==> src/rtl/intlv_pkg.sv <==
package intlv_pkg;
  typedef enum logic [1:0] {
    MODE_KERN = 2'd0,
    MODE_EXEC = 2'd1,
    MODE_SUPV = 2'd2,
    MODE_USER = 2'd3
  } cpu_mode_e;

  localparam int unsigned FLAG_BITS = 2;
endpackage

==> src/rtl/intlv_hw_chain.sv <==
module intlv_hw_chain #(
  parameter int unsigned LVL_W    = 5,
  parameter int unsigned HW_LINES = 4,
  parameter int unsigned HW_BASE  = 20,
  parameter int unsigned MCHK_LVL = 31,
  parameter int unsigned CRD_LVL  = 26,
  parameter int unsigned PWR_LVL  = 30
) (
  input  logic                mchk_i,
  input  logic                crd_i,
  input  logic                crd_en_i,
  input  logic                pwr_fail_i,
  input  logic [HW_LINES-1:0] irq_i,
  input  logic [HW_LINES-1:0] irq_mask_i,
  output logic [LVL_W-1:0]    lvl_o,
  output logic                hit_o
);
  logic [HW_LINES-1:0] live;
  logic                crd_live;

  for (genvar g = 0; g < HW_LINES; g++) begin : g_line
    assign live[g] = irq_i[g] & ~irq_mask_i[g];
  end

  assign crd_live = crd_i & crd_en_i;

  // later assignments take precedence: lowest rank first
  always_comb begin
    lvl_o = '0;
    for (int i = 0; i < HW_LINES; i++) begin
      if (live[i]) lvl_o = LVL_W'(HW_BASE + i);
    end
    if (pwr_fail_i) lvl_o = LVL_W'(PWR_LVL);
    if (crd_live)   lvl_o = LVL_W'(CRD_LVL);
    if (mchk_i)     lvl_o = LVL_W'(MCHK_LVL);
  end

  assign hit_o = mchk_i | crd_live | pwr_fail_i | (|live);
endmodule

==> src/rtl/intlv_sw_enc.sv <==
module intlv_sw_enc #(
  parameter int unsigned LVL_W   = 5,
  parameter int unsigned SW_BITS = 15
) (
  input  logic [SW_BITS-1:0] sw_req_i,
  output logic [LVL_W-1:0]   lvl_o
);
  always_comb begin
    lvl_o = '0;
    for (int i = 0; i < SW_BITS; i++) begin
      if (sw_req_i[i]) lvl_o = LVL_W'(i + 1);
    end
  end
endmodule

==> src/rtl/intlv_ast_qual.sv <==
module intlv_ast_qual
  import intlv_pkg::*;
#(
  parameter int unsigned AST_BITS = 4
) (
  input  logic [AST_BITS-1:0] ast_req_i,
  input  logic [AST_BITS-1:0] ast_en_i,
  input  cpu_mode_e           mode_i,
  output logic                any_o
);
  logic [AST_BITS-1:0] ok;

  // bit b is reachable from mode m when b <= m
  for (genvar b = 0; b < AST_BITS; b++) begin : g_bit
    assign ok[b] = ast_req_i[b] & ast_en_i[b] & (b <= int'(mode_i));
  end

  assign any_o = |ok;
endmodule

==> src/rtl/intlv_eval.sv <==
module intlv_eval
  import intlv_pkg::*;
#(
  parameter int unsigned LVL_W    = 5,
  parameter int unsigned HW_LINES = 4,
  parameter int unsigned SW_BITS  = 15,
  parameter int unsigned AST_BITS = 4,
  parameter int unsigned HW_BASE  = 20,
  parameter int unsigned MCHK_LVL = 31,
  parameter int unsigned CRD_LVL  = 26,
  parameter int unsigned PWR_LVL  = 30,
  parameter int unsigned AST_LVL  = 2
) (
  input  logic                  clk_i,
  input  logic                  rst_ni,
  input  logic                  mchk_i,
  input  logic                  crd_i,
  input  logic                  crd_en_i,
  input  logic                  pwr_fail_i,
  input  logic [HW_LINES-1:0]   irq_i,
  input  logic [HW_LINES-1:0]   irq_mask_i,
  input  logic [SW_BITS-1:0]    sw_req_i,
  input  logic [AST_BITS-1:0]   ast_req_i,
  input  logic [AST_BITS-1:0]   ast_en_i,
  input  logic [1:0]            mode_i,
  input  logic [LVL_W-1:0]      ipl_i,
  input  logic                  fw_mode_i,
  input  logic                  sli_req_i,
  input  logic                  sli_en_i,
  input  logic                  halt_req_i,
  output logic [LVL_W+1:0]      code_o,
  output logic [LVL_W-1:0]      id_o
);
  localparam int unsigned CODE_W = LVL_W + FLAG_BITS;
  localparam logic [LVL_W-1:0] AST_L = LVL_W'(AST_LVL);

  logic [LVL_W-1:0]  hw_lvl, sw_lvl, base_lvl, prom_lvl, real_lvl;
  logic              hw_hit, ast_any;
  logic [CODE_W-1:0] code_d, code_q;
  logic [LVL_W-1:0]  id_q;

  intlv_hw_chain #(
    .LVL_W(LVL_W), .HW_LINES(HW_LINES), .HW_BASE(HW_BASE),
    .MCHK_LVL(MCHK_LVL), .CRD_LVL(CRD_LVL), .PWR_LVL(PWR_LVL)
  ) u_hw (
    .mchk_i(mchk_i), .crd_i(crd_i), .crd_en_i(crd_en_i),
    .pwr_fail_i(pwr_fail_i), .irq_i(irq_i), .irq_mask_i(irq_mask_i),
    .lvl_o(hw_lvl), .hit_o(hw_hit)
  );

  intlv_sw_enc #(.LVL_W(LVL_W), .SW_BITS(SW_BITS)) u_sw (
    .sw_req_i(sw_req_i), .lvl_o(sw_lvl)
  );

  intlv_ast_qual #(.AST_BITS(AST_BITS)) u_ast (
    .ast_req_i(ast_req_i), .ast_en_i(ast_en_i),
    .mode_i(cpu_mode_e'(mode_i)), .any_o(ast_any)
  );

  always_comb begin
    base_lvl = hw_hit ? hw_lvl : sw_lvl;
    prom_lvl = (ast_any && (base_lvl < AST_L)) ? AST_L : base_lvl;
    real_lvl = (prom_lvl > ipl_i) ? prom_lvl : '0;
    if (fw_mode_i) code_d = '0;
    else           code_d = {halt_req_i, sli_req_i & sli_en_i, real_lvl};
  end

  always_ff @(posedge clk_i or negedge rst_ni) begin
    if (!rst_ni) begin
      code_q <= '0;
      id_q   <= '0;
    end else begin
      code_q <= code_d;
      id_q   <= prom_lvl;
    end
  end

  assign code_o = code_q;
  assign id_o   = id_q;
endmodule

==> config.mk <==
export PLATFORM = sky130hd
export DESIGN_NAME = intlv_eval
export DESIGN_NICKNAME = d
export VERILOG_FILES = /design/src/rtl/intlv_pkg.sv /design/src/rtl/intlv_hw_chain.sv /design/src/rtl/intlv_sw_enc.sv /design/src/rtl/intlv_ast_qual.sv /design/src/rtl/intlv_eval.sv
export SDC_FILE = /design/constraint.sdc
export NUM_CORES = 1
export LEC_CHECK = 0
export CORE_MARGIN = 3
export CORE_UTILIZATION = 30
export DETAILED_ROUTE_END_ITERATION = 10
export PLACE_DENSITY = 0.83
export REMOVE_ABC_BUFFERS = 1
export SLEW_MARGIN = 20
export SYNTH_ARGS = -nofsm -noshare
export SYNTH_HDL_FRONTEND = slang
export SYNTH_SLANG_ARGS = --single-unit
==> constraint.sdc <==
create_clock -name clk_i -period 0.8 [get_ports clk_i]
set_input_delay 0.16 -clock clk_i [delete_from_list [all_inputs] [get_ports clk_i]]
set_output_delay 0.16 -clock clk_i [all_outputs]
set_load 0.02 [all_outputs]
### After elaboration in Yosys (flattened, before gate mapping)

Cells that the tools add are included.

* $lt $le $gt $ge: 5
* multiplexer cells: 26
* bitwise operators: 20
* reductions and logical operators: 3

Operators by type and width (number)
* $mux W5: 10
* $mux W4: 8
* $and A1 B1 Y1: 13
* $mux W3: 4
* $reduce_or A4 Y1: 2
* $mux W7: 1
* $gt A5 B5 Y1: 1
* $lt A5 B2 Y1 const B: 1
* $le A2 B2 Y1 const A: 2
* $mux W2: 2
* $not A1 Y1: 4
* $or A1 B1 Y1: 3
* $le A1 B2 Y1 const A: 1
* $logic_and A1 B1 Y1: 1
* $mux W1: 1

* flip-flop bits (word level): 12
* input port bits: 48
* output and inout bits: 12
* logic and storage cells: 56

### Logic depth before layout (Yosys ltp)

* depth after elaboration: 22
* gate-level depth with buffers: 12
* mapped depth without buffers: 12

### By module

Synthesis repeated with hierarchy kept, for this count alone.

* cells, all modules: 100
* area total of the unflattened synthesis: 860.8 um^2

By module, submodules not included
* intlv_eval: instances 1, cells an instance 50, area each 570.5 um^2, sequential area each 300.3 um^2
* intlv_sw_enc: instances 1, cells an instance 27, area each 152.6 um^2, sequential area each 0.0 um^2
* intlv_hw_chain: instances 1, cells an instance 18, area each 107.6 um^2, sequential area each 0.0 um^2
* intlv_ast_qual: instances 1, cells an instance 5, area each 30.0 um^2, sequential area each 0.0 um^2

### Worst setup path before layout

Ideal clock, no wire load.

* path kind: input -> register
* from: input port sw_req_i[7]
* to: register code_q[0] (netlist: code_o[0])
* setup time: 148 ps
* data arrival time: 2279 ps
* required time: 652 ps
* slack: -1627 ps
* stages: 11
* path buffers: 0
* path through: or4_4 a2111o_1 nand2b_1 nand3_2 nand4_1 ha_1 nor2b_1 o21ai_0 a21oi_1 o221ai_2 nor4_1

* longest elaborated chain between the ends: 15

RTL lines
* start, declared: line intlv_eval.sv:22 `input logic [SW_BITS-1:0] sw_req_i,`
* $mux W4 * (8 in series): line intlv_sw_enc.sv:11 `if (sw_req_i[i]) lvl_o = LVL_W'(i + 1);`
* $mux W5 *: line intlv_eval.sv:61 `base_lvl = hw_hit ? hw_lvl : sw_lvl;`
* $lt A5 B2 Y1: line intlv_eval.sv:62 `prom_lvl = (ast_any && (base_lvl < AST_L)) ? AST_L : base_lvl;`
* $logic_and A1 B1 Y1: line intlv_eval.sv:62
* $mux W5 *: line intlv_eval.sv:62
* net prom_lvl[1]: line intlv_eval.sv:37 `logic [LVL_W-1:0] hw_lvl, sw_lvl, base_lvl, prom_lvl, real_lvl;`
* $gt A5 B5 Y1 *: line intlv_eval.sv:63 `real_lvl = (prom_lvl > ipl_i) ? prom_lvl : '0;`
* $mux W5 *: line intlv_eval.sv:63
* $mux W7 *: line intlv_eval.sv:64 `if (fw_mode_i) code_d = '0;`
* net code_d[0]: line intlv_eval.sv:39 `logic [CODE_W-1:0] code_d, code_q;`
* end signal, assigned: line intlv_eval.sv:73 `code_q <= code_d;`
* end, declared: line intlv_eval.sv:39

The timed path passes the listed nets; every way through them passes the cells marked *.

### Worst setup path in the final report

* from: input port sw_req_i[8]
* to: register code_q[3] (netlist: code_o[3])

* longest elaborated chain between the ends: 14

RTL lines (line)
* $mux W4 * (7 in series): intlv_sw_enc.sv:11
* $mux W5 *: intlv_eval.sv:61
* $lt A5 B2 Y1: intlv_eval.sv:62
* $logic_and A1 B1 Y1: intlv_eval.sv:62
* $mux W5 *: intlv_eval.sv:62
* net prom_lvl[1]: intlv_eval.sv:37
* $gt A5 B5 Y1 *: intlv_eval.sv:63
* $mux W5 *: intlv_eval.sv:63
* $mux W7 *: intlv_eval.sv:64
* net code_d[3]: intlv_eval.sv:39

Marked as above.

==> summary.txt <==
GRT
  – First-pass GRT wire length: slightly above 6000 um
  – Vias in the first global route: between 1,000 and 1,500
  – Initial antenna violation count: 0
  – GR Overflow Total: 0
  – Largest net degree at the start of global routing: 13
  – Gr usage total: about a quarter

STA
  – Measured slew at the worst slew-check pin: between 0.4 and 0.5 ns
  – RSZ-0062 raised after global routing: true
  – Crit path time final: between 2 and 2.5 ns
  – Slew HR: between 70% and 80%
  – Hold Slack: roughly 0.20 ns
  – Max-slew violations: 0
  – # setup viols final: 22
  – Final setup margin: -1.69 ns
  – FMAX: 0.402 GHz
  – Tcrit/Tclk final: 311%
  – Hold Vio Cnt, Final: 0

Worst setup path
  – Worst endpoint required time: about 0.96 ns
  – Critical Path AT: 2.65 ns
  – CP top delay family: simple AND/OR/NAND/NOR gates
  – CP max stage cell: or4_4
  – CP max stage delay: between 0.5 and 0.6 ns
  – Critical path class: input port to flop
  – Worst Setup End Kind: flop
  – Crit path cell chain: buf_8 -> or4_4 -> a2111o_1 -> nand2b_4 -> nand3_2 -> nand4_1 -> ha_1 -> nor2b_4 -> o21ai_2 -> a21oi_2 -> o221ai_4 -> nor2_2
  – Worst Path Buf+Inv: 1
  – Crit-path max FO: 5
  – Crit path launch type: input port

Floorplan
  – Ports: 60
  – Die height: 58.2 um
  – Initial Utilization: 32.2%
  – Die width: roughly 58 um
  – DIE AREA: around 3400 um^2
  – Core area: between 2000 and 3000 um^2
  – Row cnt: 18

Placement
  – Placer Congestion: between 0.8 and 0.9
  – Area after DPL: 1680 um^2
  – Detail Placement HPWL: between 2000 and 3000 um
  – IO Port Bufs: between 50 and 60
  – Pre-CTS setup slack: -2.28 ns
  – Placed cells: 205

Clock tree
  – Clock Path Buffers: 2
  – Inserted Clock Buffers: 3
  – Clock sinks: 12
  – Root Driver: clkbuf_4
  – H-tree levels: 1
  – CTS hold repair buffers: 0
  – CTS tree: done
  – Clock-pin slew on the worst setup and hold paths: around 0.080 ns

Pwr
  – Pleak: about 0.00095 uW
  – Cell Pwr Density: ~1000 nW/um^2
  – Flop pwr share: 33.1%
  – P_int: 1360 uW
  – Combinational Power Share: between 40% and 50%
  – Clk pwr share: between 10% and 20%
  – Switching share of power: about a third
  – Max rail drop VDD: 0.00131 V
  – NetSw: 666 uW

Route
  – Routed len/inst: roughly 21 um
  – Residual DRC count: 0
  – Routed vias: around 1,300
  – Drt first pass iters: 4
  – Drt initial violations: 77
  – Vias per cell: approximately 5.7
  – Antenna-violating nets left: 0
  – Drt total wl: approximately 4700 um

Synth
  – Async S/R FF share, synth: between 90% and 100%
  – Post-synth top area cell: dfrtp_1
  – Number of synthesized flops with an enable pin: 0
  – Synth Area in XOR/XNOR: between 1 and 1.5%
  – Mean area per synthesized cell: about 9.4 um^2
  – Number of synthesis warnings: 0
  – Synthesized flop and latch total: 12
  – Ys flop type: dfrtp_1
  – Commonest cells in the netlist: dfrtp_1, inv_1, nor2_1
  – Synth Area in Compound Gates: a little under a quarter
  – Area contributors post-synth: dfrtp_1, ha_1, inv_1, nor2_1, a21oi_1
  – Synth unique cells: 39
  – Most common cell in the netlist: dfrtp_1
  – Seq/Total Area, Yosys: 36.7%
  – Synth Area in Adders: 6.12%
  – Post-Synth Simple-Gate Area: between 20% and 30%
  – Synth top area share: a little under two fifths
  – Post-synthesis cell area: between 800 and 900 um^2
  – Largest family of logic cells by synthesized area: simple AND/OR/NAND/NOR gates
  – Mux cell area share after synthesis: 0%
  – Post-Syn Instances: slightly below 90

Min path
  – Worst hold-check path type: input port to async pin

Finish
  – Nets: 248
  – Share of layout cells above drive strength 1: ~59%
  – Antenna cells: 0
  – Area growth syn-to-layout: 144%
  – Fill cells: between 100 and 150
  – Layout Cells excl Fill: 224
  – Final instance area: around 2000 um^2

Status
  – Failing checks: negative setup slack
  – Status: finished with violations

Run
  – Max Cap Viol: 0
worst max-delay path by stage:
stage                     depth (start not counted)          from        end
final                                            12   sw_req_i[8]  code_o[3]
after floorplan                                  11   sw_req_i[7]  code_o[0]
after CTS                                        12  sw_req_i[10]  code_o[0]
after detailed placement                         12   sw_req_i[7]  code_o[1]
after global routing                             13        mchk_i  code_o[3]
after global placement                           12   sw_req_i[7]  code_o[1]
layer usage:
layer	global-route usage, %	part of all wire [%]
met2	39.8	47
met3	4.68	9.8
met1	29.8	38
met4	13.6	4.9
met5	0	0
layout by cell type (no fill, tap or decap), types with 4 or more instances in the layout:
master / count
clkdlybuf4s15_1: 8
buf_4: 34
nor2_1: 8
inv_1: 7
buf_2: 8
clkdlybuf4s50_1: 12
buf_6: 27
a21oi_1: 4
nand2b_4: 5
dlygate4sd2_1: 8
clkbuf_2: 5
dfrtp_1: 12
final cells by class:
type	instances	area [um^2]	area share (%)
clock buffer	3	22.5	1.13
inverter	10	37.5	1.88
multi-input combinational	65	669	33.5
sequential	12	300	15.0
tap	30	37.5	1.88
timing repair buffer	104	930	46.6
registers in the layout, indices dropped and copies added (netlist names):
signal  flops
code_o      7
id_o        5
metrics by stage:
| stage | total power [uW] | utilization, % | setup TNS (ns) |
|---|---|---|---|
| after detailed placement | 1430 | 65.9 | -19.99 |
| final | 2020 | 78.5 | -13.07 |
| after global routing | 2100 | 78.5 | -13.76 |
| after CTS | 1850 | 72.3 | -11.72 |
| after floorplan | 906 | - | -10.26 |
| after global placement | 1400 | 65.9 | -19.25 |
kinds of logic (layout without fill, tap and decap cells):
kind of cell    after synthesis  after routing
simple gates                 35             35
fa+ha+maj                     4              4
flops                        12             12
compound gates               25             25
buf+inv                      10            117
xor+xnor                      1              1
timing repair:
item,CTS,global route
gates resized for setup,188,34
setup buffers,8,11
endpoints found under the setup margin,22,22
hold endpoints to repair,0,0
pin swaps,22,14
power by group through the flow:
stage / Combinational (uW) / Clock, uW / Sequential (uW)
floorplan: 180 / 0 / 727
global placement: 727 / 0 / 671
detailed placement: 757 / 0 / 672
CTS: 813 / 372 / 669
global route: 1010 / 418 / 673
finish: 962 / 392 / 670
Power figures use the tool's default switching activity.
